$ cat src/rtl/awd_pkg.sv
package awd_pkg;
   typedef enum logic {
      SPACE_MEM = 1'b0,
      SPACE_IO  = 1'b1
   } space_e;
endpackage

$ cat src/rtl/awd_win_cmp.sv
module awd_win_cmp
   import awd_pkg::*;
#(
   parameter int AW = 32
) (
   input  logic [AW-1:0] addr,
   input  logic          acc_io,
   input  logic [AW-1:0] base,
   input  logic [AW-1:0] size,
   input  logic          win_io,
   output logic          hit,
   output logic [AW-1:0] offset
);
   space_e          acc_sp;
   space_e          win_sp;
   logic   [AW-1:0] diff;

   assign acc_sp = space_e'(acc_io);
   assign win_sp = space_e'(win_io);
   assign diff   = addr - base;

   // addr >= base together with (addr - base) < size is the same
   // test as addr < base + size, with no carry out of AW bits
   assign hit    = (acc_sp == win_sp) && (size != '0) &&
                   (addr >= base) && (diff < size);
   assign offset = diff;
endmodule

$ cat src/rtl/awd_pick.sv
module awd_pick #(
   parameter int NWIN = 4,
   parameter int AW   = 32,
   parameter int KW   = 13,
   parameter int IW   = 2
) (
   input  logic [NWIN-1:0]    hit,
   input  logic [NWIN*KW-1:0] key,
   input  logic [NWIN*AW-1:0] offs,
   output logic               any,
   output logic [IW-1:0]      idx,
   output logic [AW-1:0]      offset
);
   logic [KW-1:0] best_key;

   always_comb begin
      any      = 1'b0;
      idx      = '0;
      offset   = '0;
      best_key = '0;
      for (int w = 0; w < NWIN; w++) begin
         // strict compare keeps the lower index on equal keys
         if (hit[w] && (!any || key[w*KW +: KW] < best_key)) begin
            any      = 1'b1;
            idx      = IW'(w);
            best_key = key[w*KW +: KW];
            offset   = offs[w*AW +: AW];
         end
      end
   end
endmodule

$ cat src/rtl/addr_window_decoder.sv
module addr_window_decoder #(
   parameter int          NWIN    = 4,
   parameter int          AW      = 32,
   parameter int          DW      = 32,
   parameter int          BUS_W   = 8,
   parameter int          DEV_W   = 5,
   parameter logic [63:0] IO_BASE = 64'h0000_0000_F200_0000
) (
   input  logic                      clk,
   input  logic                      rst_n,
   input  logic                      req_valid,
   output logic                      req_ready,
   input  logic                      req_write,
   input  logic                      req_is_io,
   input  logic [1:0]                req_size,
   input  logic [AW-1:0]             req_addr,
   input  logic [DW-1:0]             req_wdata,
   input  logic [NWIN*AW-1:0]        win_base,
   input  logic [NWIN*AW-1:0]        win_size,
   input  logic [NWIN-1:0]           win_is_io,
   input  logic [NWIN*(BUS_W+DEV_W)-1:0] win_key,
   output logic                      rgn_valid,
   output logic [NWIN-1:0]           rgn_sel,
   output logic                      rgn_write,
   output logic [1:0]                rgn_size,
   output logic [AW-1:0]             rgn_offset,
   output logic [DW-1:0]             rgn_wdata,
   input  logic [NWIN-1:0]           rgn_ack,
   input  logic [NWIN-1:0]           rgn_err,
   input  logic [NWIN*DW-1:0]        rgn_rdata,
   output logic                      rsp_valid,
   output logic                      rsp_miss,
   output logic                      rsp_err,
   output logic [DW-1:0]             rsp_rdata
);
   localparam int            KW        = BUS_W + DEV_W;
   localparam int            IW        = (NWIN > 1) ? $clog2(NWIN) : 1;
   localparam logic [AW-1:0] IO_BASE_L = IO_BASE[AW-1:0];

   initial begin
      assert (NWIN >= 2) else $error("NWIN must be at least 2");
      assert (AW >= 8 && AW <= 64) else $error("AW must lie in 8..64");
      assert (DW >= 8) else $error("DW must be at least 8");
      assert (BUS_W >= 1 && DEV_W >= 1) else $error("key fields need width");
   end

   // address seen by the comparators
   logic [AW-1:0]      eff_addr;
   logic [NWIN-1:0]    w_hit;
   logic [NWIN*AW-1:0] w_off;
   logic               any_hit;
   logic [IW-1:0]      win_idx;
   logic [AW-1:0]      win_off;
   logic               accept;

   assign eff_addr = req_is_io ? (req_addr - IO_BASE_L) : req_addr;

   for (genvar w = 0; w < NWIN; w++) begin : g_cmp
      awd_win_cmp #(.AW(AW)) u_cmp (
         .addr   (eff_addr),
         .acc_io (req_is_io),
         .base   (win_base[w*AW +: AW]),
         .size   (win_size[w*AW +: AW]),
         .win_io (win_is_io[w]),
         .hit    (w_hit[w]),
         .offset (w_off[w*AW +: AW])
      );
   end

   awd_pick #(.NWIN(NWIN), .AW(AW), .KW(KW), .IW(IW)) u_pick (
      .hit    (w_hit),
      .key    (win_key),
      .offs   (w_off),
      .any    (any_hit),
      .idx    (win_idx),
      .offset (win_off)
   );

   // registered decode and region access state
   logic          pend_q;
   logic          miss_q;
   logic [IW-1:0] idx_q;
   logic [AW-1:0] off_q;
   logic          wr_q;
   logic [1:0]    size_q;
   logic [DW-1:0] wdata_q;
   logic          cur_ack;
   logic          cur_err;
   logic [DW-1:0] cur_rdata;

   assign req_ready = !pend_q;
   assign accept    = req_valid && req_ready;

   always_ff @(posedge clk or negedge rst_n) begin
      if (!rst_n) begin
         pend_q  <= 1'b0;
         miss_q  <= 1'b0;
         idx_q   <= '0;
         off_q   <= '0;
         wr_q    <= 1'b0;
         size_q  <= '0;
         wdata_q <= '0;
      end else begin
         miss_q <= accept && !any_hit;
         if (pend_q) begin
            if (cur_ack) pend_q <= 1'b0;
         end else if (accept && any_hit) begin
            pend_q  <= 1'b1;
            idx_q   <= win_idx;
            off_q   <= win_off;
            wr_q    <= req_write;
            size_q  <= req_size;
            wdata_q <= req_wdata;
         end
      end
   end

   for (genvar w = 0; w < NWIN; w++) begin : g_sel
      assign rgn_sel[w] = pend_q && (idx_q == IW'(w));
   end

   always_comb begin
      cur_ack   = 1'b0;
      cur_err   = 1'b0;
      cur_rdata = '0;
      for (int w = 0; w < NWIN; w++) begin
         if (idx_q == IW'(w)) begin
            cur_ack   = rgn_ack[w];
            cur_err   = rgn_err[w];
            cur_rdata = rgn_rdata[w*DW +: DW];
         end
      end
   end

   assign rgn_valid  = pend_q;
   assign rgn_write  = wr_q;
   assign rgn_size   = size_q;
   assign rgn_offset = off_q;
   assign rgn_wdata  = wdata_q;

   assign rsp_valid  = (pend_q && cur_ack) || miss_q;
   assign rsp_miss   = miss_q;
   assign rsp_err    = pend_q && cur_ack && cur_err;
   assign rsp_rdata  = (pend_q && cur_ack && !wr_q) ? cur_rdata : '0;
endmodule

$ cat config.mk
export PLATFORM = sky130hd
export DESIGN_NAME = addr_window_decoder
export DESIGN_NICKNAME = d
export VERILOG_FILES = /design/src/rtl/awd_pkg.sv /design/src/rtl/awd_win_cmp.sv /design/src/rtl/awd_pick.sv /design/src/rtl/addr_window_decoder.sv
export SDC_FILE = /design/constraint.sdc
export NUM_CORES = 1
export LEC_CHECK = 0
export BUFFER_PORTS_ARGS = -buffer_cell sky130_fd_sc_hd__buf_2
export CELL_PAD_IN_SITES_DETAIL_PLACEMENT = 0
export CELL_PAD_IN_SITES_GLOBAL_PLACEMENT = 1
export CORE_AREA = 2 2 241 243
export CTS_CLUSTER_DIAMETER = 120
export DETAILED_ROUTE_END_ITERATION = 12
export DIE_AREA = 0 0 243 245
export GPL_TIMING_DRIVEN = 0
export PLACE_DENSITY_LB_ADDON = 0.1
export SYNTH_ARGS = -nofsm -noshare
export SYNTH_HDL_FRONTEND = slang
export SYNTH_SLANG_ARGS = --single-unit
$ cat constraint.sdc
create_clock -name clk -period 5.7 [get_ports clk]
set_input_delay 0.855 -clock clk [delete_from_list [all_inputs] [get_ports clk]]
set_output_delay 0.855 -clock clk [all_outputs]
set_load 0.1 [all_outputs]
Yosys cells after proc, flatten, opt, wreduce, memory -nomap -nowiden
Cells that the tools add are included.
{"block": "word_totals", "rom_bits": 0, "n_memories": 0, "inputBits": 519, "output_inout_bits": 108, "elab_cells": 103, "reg_bits": 71, "latchBits": 0, "mem_bits_rw": 0}
{"block": "classes", "n_shift": 0, "n_mul": 0, "reduce_logical": 41, "order_cmp": 11, "addsub": 5, "eq_ne": 7, "mux": 31, "bitwise": 1, "n_div": 0}
{"cell": "$mux W32", "count": 10}
{"cell": "$ge A32 B32 Y1", "count": 4}
{"cell": "$lt A32 B32 Y1", "count": 4}
{"cell": "$reduce_bool A32 Y1", "count": 4}
{"cell": "$sub A32 B32 Y32", "count": 4}
{"cell": "$lt A13 B13 Y1", "count": 3}
{"cell": "$mux W13", "count": 3}
{"cell": "$sub A32 B32 Y32 const B", "count": 1}
{"cell": "$logic_and A1 B1 Y1", "count": 25}
{"cell": "$mux W1", "count": 16}
{"cell": "$logic_not A1 Y1", "count": 6}
{"cell": "$eq A1 B1 Y1", "count": 4}
{"cell": "$eq A2 B2 Y1 const B", "count": 2}
{"cell": "$logic_or A1 B1 Y1", "count": 4}
{"cell": "$mux W2", "count": 2}
{"cell": "$eq A2 B1 Y1 const B", "count": 1}
{"cell": "$logic_not A2 Y1", "count": 1}
{"cell": "$reduce_and A2 Y1", "count": 1}
{"cell": "$not A1 Y1", "count": 1}

Longest topological paths before layout
Gate-level depths: netlist (run 1).
{"block": "depth", "depth_word": 21, "mapped_depth": 63}

Cells and area by module
From an unflattened synthesis (run 1), not the netlist that was laid out.
{"block": "unflattened", "cells_unflattened": 2181, "area_unflattened_um2": 17426.7}
{"mod": "awd_win_cmp at g_cmp[2].u_cmp ...", "seq_area_each_um2": 0.0, "instances": 2, "cells_each": 421, "area_per_inst_um2": 2886.5}
{"mod": "awd_win_cmp at g_cmp[0].u_cmp ...", "seq_area_each_um2": 0.0, "instances": 2, "cells_each": 391, "area_per_inst_um2": 2656.3}
{"mod": "addr_window_decoder", "seq_area_each_um2": 1776.7, "instances": 1, "cells_each": 262, "area_per_inst_um2": 3898.7}
{"mod": "awd_pick", "seq_area_each_um2": 0.0, "instances": 1, "cells_each": 295, "area_per_inst_um2": 2442.3}

Worst setup path after synthesis (run 1)
Ideal clock, no wire load.
{"block": "synth_timing", "path_type": "in2reg", "startpoint": "input port req_addr[0]", "endpoint": "register off_q[11] (netlist: rgn_offset[11])", "arrival_time_ps": 11995, "setup_slack_ps": -6432, "path_stages": 60, "n_path_buf": 9, "path_cell_list": "inv_1 > ha_1 > inv_1 > fa_1 > nand3_1 > a21oi_1 > o41ai_1 > a211oi_1 > o41ai_1 > o21ai_0 > a31oi_1 > xnor2_1 > ha_1 > nand2_1 > nor4_1 > a22oi_1 > nor4b_1 > o211ai_1 > (+24 left out) > buf_6 > buf_2 > clkbuf_1 > a21o_1 > ha_1 > a21o_1 > a21o_1 > a21o_1 > a21o_1 > a21oi_1 > o21ai_0 > a211o_1 > a21o_1 > a21o_1 > buf_2 > buf_2 > mux2i_1 > a21oi_1"}
{"block": "synth_via", "elab_chain_cells": 20, "elab_cells_between_ends": 47, "cone_classes": "5 x add/sub; 11 x order compare; 12 x mux; 19 x reduce/logical"}
{"element": "start: declaration", "line_no": "addr_window_decoder.sv:16", "source": "input logic [AW-1:0] req_addr,"}
{"element": "$sub A32 B32 Y32", "line_no": "addr_window_decoder.sv:56", "source": "assign eff_addr = req_is_io ? (req_addr - IO_BASE_L) : req_addr;"}
{"element": "$mux W32 *", "line_no": "addr_window_decoder.sv:56"}
{"element": "$sub A32 B32 Y32 or $ge A32 B32 Y1 (tied branches)", "line_no": "awd_win_cmp.sv:20, awd_win_cmp.sv:25"}
{"element": "$lt A32 B32 Y1 or $logic_and A1 B1 Y1 (tied branches)", "line_no": "awd_win_cmp.sv:25, awd_win_cmp.sv:24"}
{"element": "$logic_and A1 B1 Y1", "line_no": "awd_win_cmp.sv:25", "source": "(addr >= base) && (diff < size);"}
{"element": "$mux W13 or $mux W1 (tied branches)", "line_no": "awd_pick.sv:23", "source": "if (hit[w] && (!any || key[w*KW +: KW] < best_key)) begin"}
{"element": "$lt A13 B13 Y1 or $logic_not A1 Y1 (tied branches)", "line_no": "awd_pick.sv:23"}
{"element": "$logic_or A1 B1 Y1", "line_no": "awd_pick.sv:23"}
{"element": "(+4 left out)"}
{"element": "$logic_and A1 B1 Y1", "line_no": "awd_pick.sv:23"}
{"element": "$mux W13 or $mux W1 (tied branches)", "line_no": "awd_pick.sv:23"}
{"element": "$lt A13 B13 Y1 or $logic_not A1 Y1 (tied branches)", "line_no": "awd_pick.sv:23"}
{"element": "$logic_or A1 B1 Y1", "line_no": "awd_pick.sv:23"}
{"element": "$logic_and A1 B1 Y1", "line_no": "awd_pick.sv:23"}
{"element": "$mux W1", "line_no": "awd_pick.sv:23"}
{"element": "$logic_and A1 B1 Y1", "line_no": "addr_window_decoder.sv:107", "source": "end else if (accept && any_hit) begin"}
{"element": "$reduce_and A2 Y1 (no source line)"}
{"element": "end signal: assignment", "line_no": "addr_window_decoder.sv:110", "source": "off_q <= win_off;"}
{"element": "end: declaration", "line_no": "addr_window_decoder.sv:83", "source": "logic [AW-1:0] off_q;"}
Mark *: on every way between the ends. The rest lies on a longest branch, timed or not.
A chain may end at the register's enable or synchronous reset.

Final worst setup path (run 1)
{"block": "layout_timing", "startpoint": "input port win_base[1]", "endpoint": "register off_q[21] (netlist: rgn_offset[21])"}
{"block": "layout_via", "elab_chain_cells": 18, "elab_cells_between_ends": 30, "cone_classes": "1 x add/sub; 5 x order compare; 11 x mux; 13 x reduce/logical"}
{"element": "start: declaration", "line_no": "addr_window_decoder.sv:18", "source": "input logic [NWIN*AW-1:0] win_base,"}
{"element": "$sub A32 B32 Y32 or $ge A32 B32 Y1 (tied branches)", "line_no": "awd_win_cmp.sv:20, awd_win_cmp.sv:25"}
{"element": "$lt A32 B32 Y1 or $logic_and A1 B1 Y1 (tied branches)", "line_no": "awd_win_cmp.sv:25, awd_win_cmp.sv:24"}
{"element": "$logic_and A1 B1 Y1", "line_no": "awd_win_cmp.sv:25"}
{"element": "$mux W13 or $mux W1 (tied branches)", "line_no": "awd_pick.sv:23"}
{"element": "$lt A13 B13 Y1 or $logic_not A1 Y1 (tied branches)", "line_no": "awd_pick.sv:23"}
{"element": "$logic_or A1 B1 Y1", "line_no": "awd_pick.sv:23"}
{"element": "$logic_and A1 B1 Y1", "line_no": "awd_pick.sv:23"}
{"element": "$mux W13 or $mux W1 (tied branches)", "line_no": "awd_pick.sv:23"}
{"element": "(+2 left out)"}
{"element": "$logic_and A1 B1 Y1", "line_no": "awd_pick.sv:23"}
{"element": "$mux W13 or $mux W1 (tied branches)", "line_no": "awd_pick.sv:23"}
{"element": "$lt A13 B13 Y1 or $logic_not A1 Y1 (tied branches)", "line_no": "awd_pick.sv:23"}
{"element": "$logic_or A1 B1 Y1", "line_no": "awd_pick.sv:23"}
{"element": "$logic_and A1 B1 Y1", "line_no": "awd_pick.sv:23"}
{"element": "$mux W1", "line_no": "awd_pick.sv:23"}
{"element": "$logic_and A1 B1 Y1", "line_no": "addr_window_decoder.sv:107"}
{"element": "$reduce_and A2 Y1 (no source line)"}
Several ways; a longest one is shown, not always the timed one.

==> summary.md, run 1 <==
| Metric | Value |
|---|---|
| Clock period minus worst slack | 11,700 ps |
| Status | finished, violations left |
| Yosys reg bits | 71 |
| Synth Flop Type | dfrtp_1 |
| Commonest cells after routing, fill and taps aside | buf_2 (613), inv_1 (286), ha_1 (252) |
| Buffers and inverters on the worst path | 14 |
| GRT Overall Usage | 27.94% |
| Fill cells | 5,963 |
| RR Startpoint | rgn_valid |
| Worst-Margin Slew | 1198 ps |
| Leak pwr | 11.93 nW |
| Full die area | 59,540 µm² |
| Syn nets | 2,956 |
| Unrepaired setup endpoints after global routing | true |
| HP Class | primary input to async pin |
| Placed Instance Area | 20,830 µm² |
| Placed Cells | 3,535 |
| Power consumption | 0.007916 W |
| Clk_skew | 7.452 ps |
| Initial drt markers | 904 |
| Hpwl dp | 76,100 µm |
| Cells on worst reg2reg path | 6 |
| Final Non-Filler Cells | 3,679 |
| Final worst-path cycle share | 205.2% |
| Post-route ant nets | 0 |
| Storage element area | 1777 µm² |
| Worst setup EP type | flip-flop |
| Most common cell after layout, fill and taps aside | buf_2 |
| Ports | 627 |
| Crit path max-delay family | compound AO/OA/AOI/OAI gates |
| Startpoint types | primary input |
| CTS tree | built |
| Clk buf depth | 2 |
| Sequential fraction of the synthesis area | 10.89% |
| Core box area | 57,030 µm² |
| Max Cap Viol | 0 |
| Mean Syn Cell Area | 7.610 µm² |
| Final setup fails | 70 |
| DR WL/cell | 23.79 µm |
| Number of synthesized flops with an enable pin | 0 |
| Layout cells sized above 1 | 37.40% |
| Cells after Synth | 2,144 |
| Req. time, crit path | 5920 ps |
| Cell mode on critical path | a21o_1 |
| Fmax | 0.08551 GHz |
| Dpl ws | -8708 ps |
| FFs w/ async S/R, synth | 100.0% |
| Vias per cell | 5.262 |
| Final net count | 3,708 |
| Drt pass-1 iters | 5 |
| CTS Buf Count | 9 |
| Pwr per Cell Area | 332.6 nW/µm² |
| Crit-path slowest cell | or3_4 |
| CP peak stage delay | 360 ps |
| Final Slew Violations | 0 |
| Initial Utilization | 28.61% |
| VDD IR max | 0.3417 mV |
| Initial antenna violation count | 19 |
| Die width | 243 µm |
| Syn Std Cell Area | 16,320 µm² |
| Die extent in y | 245 µm |
| Root buf cell | clkbuf_16 |
| Final worst slack | -5995 ps |
| IO buf count | 625 |
| First-pass GRT wire length | 123,300 µm |
| GRT overflow | 0 |
| Final WL | 87,520 µm |
| Via count | 19.36k |
| Cell variety after synth | 76 |
| GP Congestion | 1.051 |
| Number of synthesis warnings | 0 |
| R2R Path End | idx_q[1] |
| Clock sinks | 71 |
| Violated checks | setup timing |
| Area occupied by multi-input gates | 14,780 µm² |
| Reg clk slew, reported paths | 70 ps |
| Critical path class | primary input to flip-flop |
| Rel. slew slack | 19.61% |
| CP max FO | 7 |
| Final Hold Vio Count | 0 |
| Row count | 88 |
| Largest net degree at the start of global routing | 38 |
| P&R area growth vs syn | 45.87% |
| Finished Cell Area | 23,800 µm² |
| Vias in the first global route | 19.77k |
| Skew-Pair Late Insertion Delay | 360 ps |
| DRC | 0 |
| Post-CTS Hold Buffers | 0 |
| R2r setup slk | 2830 ps |
| Setup TNS | -219,190 ps |
| Critical path data arrival time | 11,910 ps |
| H-tree depth | 3 |
## worst max path at each step
stage	end	slack (ps)	start	cells past startpoint
3_3_place_gp	rgn_offset[24]	-8660	req_addr[1]	58
2_1_floorplan	rgn_offset[11]	-5090	win_base[1]	60
5_1_grt	rgn_offset[29]	-6360	req_addr[7]	61
3_5_place_dp	rgn_offset[16]	-8710	req_addr[1]	58
4_1_cts	rgn_offset[24]	-6240	win_base[1]	60
6_report	rgn_offset[21]	-6000	win_base[1]	63
## cells in the mapped netlist, drive strengths merged, types with 13 or more instances
| master | number | area share, % |
|---|---|---|
| a211oi | 26 | 1.2 |
| a21o | 81 | 3.7 |
| a21oi | 174 | 5.4 |
| a31oi | 33 | 1.3 |
| and2 | 19 | 0.73 |
| and3 | 13 | 0.50 |
| buf | 19 | 0.65 |
| clkbuf | 34 | 0.78 |
| dfrtp | 71 | 11 |
| ha | 289 | 22 |
| inv | 297 | 6.8 |
| mux2 | 47 | 3.3 |
| mux2i | 19 | 1.2 |
| mux4 | 34 | 4.7 |
| nand2 | 134 | 3.1 |
| nand2b | 17 | 0.65 |
| nand3 | 46 | 1.4 |
| nand4 | 44 | 1.7 |
| nor2 | 162 | 3.7 |
| nor2b | 50 | 1.9 |
| nor3 | 31 | 0.95 |
| nor4 | 44 | 1.7 |
| o211ai | 22 | 1.0 |
| o21a | 25 | 1.2 |
| o21ai | 112 | 3.4 |
| o21bai | 14 | 0.64 |
| or3 | 16 | 0.61 |
| xnor2 | 77 | 4.1 |
| xor2 | 36 | 1.9 |
## timing repair
action	in CTS	in global routing
pin swaps	107	83
setup endpoints to repair	71	71
gates cloned	3	2
resized for setup	196	124
setup buffers	80	35
## logic make-up (layout without fill, tap and decap cells)
| kind of cell | count (synthesis) | count (layout) | synth area share, % |
|---|---|---|---|
| mux | 100 | 100 | 9.195 |
| other cells | 0 | 13 | 0 |
| compound gates | 620 | 620 | 24.98 |
| flops | 71 | 71 | 10.89 |
| buf+inv | 350 | 1106 | 8.267 |
| xor+xnor | 113 | 113 | 6.066 |
| simple gates | 597 | 598 | 17.94 |
| fa+ha+maj | 293 | 293 | 22.65 |
## through the flow
stage          hold slack (ps)  util [%]
2_1_floorplan            559.4         -
3_3_place_gp             483.0     36.47
3_5_place_dp             488.6     36.52
4_1_cts                  465.2     40.18
5_1_grt                  491.6     41.71
6_report                 454.3     41.73
## sequential cells by signal (all words and copies together), names as in the netlist
register    cells
idx_q           2
rgn_write       1
rgn_valid       1
rgn_wdata      32
rgn_offset     32
rsp_miss        1
rgn_size        2
## final cells by class
cell class              instances  area share [%]
clock inverters                 7          0.4311
inverters                     297           4.758
repair buffers                744           18.07
flip-flops and latches         71           7.465
diodes                         13          0.1367
clock buffers                   9          0.9463
well taps                     765           4.022
plain buffers                  49           2.066
multi-input cells            1724           62.10
## power by group
group,internal [W],switching (W),total [W]
combinational,0.00200,0.00436,0.00636
sequential,0.000752,0.000153,0.000906
clock,0.000388,0.000262,0.000650
total,0.00314,0.00478,0.00792
## layer usage
| metal | vias to the layer above | routed length [µm] | global-route usage [%] | part of all wire [%] |
|---|---|---|---|---|
| met5 | - | 0 | 0 | 0 |
| met4 | 0 | 4722 | 13.44 | 5.4 |
| met3 | 154 | 4102 | 3.499 | 4.7 |
| met2 | 618 | 46540 | 54.67 | 53 |
| met1 | 9243 | 32150 | 29.27 | 37 |
| li1 | 9343 | - | - | - |
Note: power is estimated with default switching activity, not from simulation.
==> run 2: changes to the inputs <==
--- a/config.mk
+++ b/config.mk
@@ -8,12 +8,13 @@
 export BUFFER_PORTS_ARGS = -buffer_cell sky130_fd_sc_hd__buf_2
 export CELL_PAD_IN_SITES_DETAIL_PLACEMENT = 0
 export CELL_PAD_IN_SITES_GLOBAL_PLACEMENT = 1
-export CORE_AREA = 2 2 241 243
+export CORE_AREA = 2 2 245 247
 export CTS_CLUSTER_DIAMETER = 120
 export DETAILED_ROUTE_END_ITERATION = 12
-export DIE_AREA = 0 0 243 245
+export DIE_AREA = 0 0 247 249
 export GPL_TIMING_DRIVEN = 0
 export PLACE_DENSITY_LB_ADDON = 0.1
 export SYNTH_ARGS = -nofsm -noshare
 export SYNTH_HDL_FRONTEND = slang
+export SYNTH_HIERARCHICAL = 1
 export SYNTH_SLANG_ARGS = --single-unit
==> run 2 against run 1 <==
Against the previous run: the flow still finishes with violations (setup timing); worst hold slack worse by 120 ps; wire length down 0.56%; synthesized cell count up 1.7%; via count up 0.19%; fmax up 15%; critical path type unchanged; critical endpoint is now rgn_offset[20]; largest cell class unchanged; largest power group unchanged.
==> summary.md, run 2 <==
| Metric | Value |
|---|---|
| Cell variety after synth | 84 (was 76) |
| Row count | 89 (was 88) |
| Skew-Pair Late Insertion Delay | 360 ps (about the same) |
| First-pass GRT wire length | 123,100 µm (was 123,300 µm) |
| Final setup fails | 69 (was 70) |
| Top Layer Used | met5 (was met4) |
| Final worst-path cycle share | 178.6% (was 205.2%) |
| CP peak stage delay | 360 ps (about the same) |
| Clock sinks | 71 (unchanged) |
| CTS tree | built (unchanged) |
| CTS Buf Count | 9 (unchanged) |
| Worst hold margin | 330.1 ps (was 454.3 ps) |
| Final net count | 3,700 (was 3,708) |
| CP max FO | 7 (unchanged) |
| Reg power frac | 11.3% (was 11.4%) |
| DRC | 0 (unchanged) |
| Syn Std Cell Area | 17,430 µm² (was 16,320 µm²) |
| Ports | 627 (unchanged) |
| Critical path class | primary input to flip-flop (unchanged) |
| Final WL | 87,030 µm (was 87,520 µm) |
| Number of synthesized flops with an enable pin | 0 (unchanged) |
| P&R area growth vs syn | 36.38% (was 45.87%) |
| Fmax | 0.09822 GHz (was 0.08551 GHz) |
| Routed met1 length | 35,090 µm (was 32,150 µm) |
| Violated checks | setup timing (unchanged) |
| Final Hold Vio Count | 0 (unchanged) |
| Largest cells by area after synthesis | ha_1 (21%), dfrtp_1 (10%), mux2_2 (6.7%) (was ha_1 (22%), dfrtp_1 (11%), inv_1 (6.8%)) |
| FFs w/ async S/R, synth | 100.0% (unchanged) |
| Core box area | 58,690 µm² (was 57,030 µm²) |
| Comb pwr share | 81.6% (was 80.4%) |
| Synth cell count leaders | ha_1 (289), inv_1 (288), a21oi_1 (179) (was inv_1 (297), ha_1 (289), a21oi_1 (173)) |
| Yosys top cell area share | 20.75% (was 22.16%) |
| Die width | 247 µm (was 243 µm) |
| Placed Instance Area | 21,790 µm² (was 20,830 µm²) |
| Status | finished, violations left (unchanged) |
| Finished Cell Area | 23,770 µm² (was 23,800 µm²) |
| Max Cap Viol | 0 (unchanged) |
| Synth Flop Type | dfrtp_1 (unchanged) |
| Clk_skew | 9.438 ps (was 7.452 ps) |
| Die extent in y | 249 µm (was 245 µm) |
| Final core utilization | 40.50% (was 41.73%) |
| DR WL met3 | 4203 µm (was 4102 µm) |
| IO buf count | 626 (was 625) |
| Placed Cells | 3,581 (was 3,535) |
| Sequential fraction of the synthesis area | 10.20% (was 10.89%) |
| Leak pwr | 12.04 nW (was 11.93 nW) |
| Syn nets | 2,993 (was 2,956) |
| Largest net degree at the start of global routing | 61 (was 38) |
| WL met2 | 43,770 µm (was 46,540 µm) |
| Pwr per Cell Area | 329.8 nW/µm² (was 332.6 nW/µm²) |
| DR WL/cell | 23.69 µm (was 23.79 µm) |
| Clock period minus worst slack | 10,180 ps (was 11,700 ps) |
| Full die area | 61,500 µm² (was 59,540 µm²) |
| Vias per cell | 5.280 (was 5.262) |
| Crit-path slowest cell | fa_2 (was or3_4) |
| Drt pass-1 iters | 5 (unchanged) |
| Initial Utilization | 29.70% (was 28.61%) |
| Critical path data arrival time | 10,410 ps (was 11,910 ps) |
| Req. time, crit path | 5930 ps (was 5920 ps) |
| Worst setup EP type | flip-flop (unchanged) |
| Leading area contributor after synthesis | ha_1 (unchanged) |
| Initial antenna violation count | 16 (was 19) |
| H-tree depth | 3 (unchanged) |
| Number of synthesis warnings | 6 (was 0) |
| Most common cell after layout, fill and taps aside | buf_2 (unchanged) |
| HP Class | primary input to async pin (unchanged) |
| GRT overflow | 0 (unchanged) |
| Hpwl dp | 77,440 µm (was 76,100 µm) |
| Cells on worst reg2reg path | 4 (was 6) |
| GP Congestion | 0.9354 (was 1.051) |
| Post-route ant nets | 0 (unchanged) |
| Power consumption | 0.007838 W (was 0.007916 W) |
| Via count | 19.39k (was 19.36k) |
| Final Slew Violations | 0 (unchanged) |
| Initial drt markers | 946 (was 904) |
| Reg clk slew, reported paths | 70 ps (about the same) |
| Unrepaired setup endpoints after global routing | true (unchanged) |
| Internal power | 0.003129 W (was 0.003138 W) |
| Vias in the first global route | 20.01k (was 19.77k) |
| Final worst slack | -4481 ps (was -5995 ps) |
| VDD IR max | 0.2962 mV (was 0.3417 mV) |
| Layout cells sized above 1 | 37.78% (was 37.40%) |
| Net switching power figure | 0.004709 W (was 0.004778 W) |
| Worst-Margin Slew | 1207 ps (was 1198 ps) |
| Sw Share | 60.08% (was 60.36%) |
| Startpoint types | primary input (unchanged) |
| Final Non-Filler Cells | 3,673 (was 3,679) |
| Commonest cells after routing, fill and taps aside | buf_2 (636), inv_1 (284), ha_1 (266) (was buf_2 (613), inv_1 (286), ha_1 (252)) |
| Post-CTS Hold Buffers | 0 (unchanged) |
| Cells after Synth | 2,181 (was 2,144) |
| Rel. slew slack | 18.78% (was 19.61%) |
| Root buf cell | clkbuf_16 (unchanged) |
| GRT Overall Usage | 27.09% (was 27.94%) |
| Clk buf depth | 2 (unchanged) |
| Mean Syn Cell Area | 7.990 µm² (was 7.610 µm²) |
| Count leader, synth | ha_1 (was inv_1) |
| Clock network power share | 7.1% (was 8.2%) |
| Yosys reg bits | 71 (unchanged) |
==> run 2: changes by cell type in the layout (fill, tap and decap cells not counted), moves of 15 or more <==
cell / change
a31oi_1: -19
buf_2: +23
mux2_4: +33
a22o_1: +29
nor2_1: -37
xor2_1: +25
mux2_2: +52
buf_4: -34
nand2_1: +18
nand3_1: -15
==> run 2: power by group through the flow <==
stage / logic [W] / clock network (W) / registers, W
floorplan: 0.00287 / 0 / 0.00251
global placement: 0.00595 / 0 / 0.000886
detailed placement: 0.00599 / 0 / 0.000897
CTS: 0.00622 / 0.000573 / 0.000888
global route: 0.00677 / 0.000588 / 0.000917
finish: 0.00639 / 0.000558 / 0.000886
==> run 2: per-layer routing <==
layer  global-route usage [%]  vias up
met2                    49.39      577
met3                    3.555      120
met4                    12.22       10
met5                        0        -
li1                         -     9413
met1                    31.06     9274
==> run 2: timing repair <==
item / 4_1_cts / 5_1_grt
setup buffers: 38 / 26
gates resized for setup: 125 / 79
endpoints found under the setup margin: 71 / 70
cloned: 3 / 3
pin swaps: 56 / 41
==> run 2: worst max-delay path: cells and delay by family <==
| kind | cells | cell delay (ps) |
|---|---|---|
| buf+inv | 14 | 1900 |
| xor+xnor | 1 | 170 |
| compound gates | 22 | 4160 |
| simple gates | 8 | 1080 |
| fa+ha+maj | 6 | 1610 |
| mux | 2 | 570 |
==> run 2: cells by family (layout without fill, tap and decap cells) <==
family          count (synthesis)  count (layout)  share of synthesized area [%]
compound gates                623             623                          24.15
simple gates                  553             553                          16.18
buf+inv                       347            1059                          8.508
fa+ha+maj                     293             293                          21.21
mux                           170             170                          13.53
xor+xnor                      124             124                          6.232
flops                          71              71                          10.20
other cells                     0               7                              0
==> run 2: final cells by class <==
type                    count  area [µm²]
multi-input cells        1763       15270
inverters                 289        1097
fillers                  6213       34920
clock inverters             4       30.03
diodes                      7       17.52
well taps                 773       967.2
plain buffers              57       516.7
flip-flops and latches     71        1777
repair buffers            697        3846
clock buffers              12       246.5
==> run 2: path summary, 6_finish.rpt <==
| path | start | slack, ps | to |
|---|---|---|---|
| worst max-delay path | req_addr[0] | -4480 | rgn_offset[20] |
| min in group clk | rgn_size[0] | 500 | rgn_size[0] |
| worst max register to register | rgn_valid | 4040 | rgn_offset[31] |
| worst min-delay path | rst_n | 330 | rgn_wdata[4] |
| worst min register to register | rgn_size[0] | 500 | rgn_size[0] |
| max in group asynchronous | rst_n | 4770 | rgn_size[0] |
==> run 2: per-stage QoR <==
step | TNS, ps | setup WS (ps)
2_1_floorplan | -121890 | -3629
3_3_place_gp | -291550 | -6678
3_5_place_dp | -293580 | -6762
4_1_cts | -149100 | -4453
5_1_grt | -177970 | -4879
6_report | -155980 | -4481
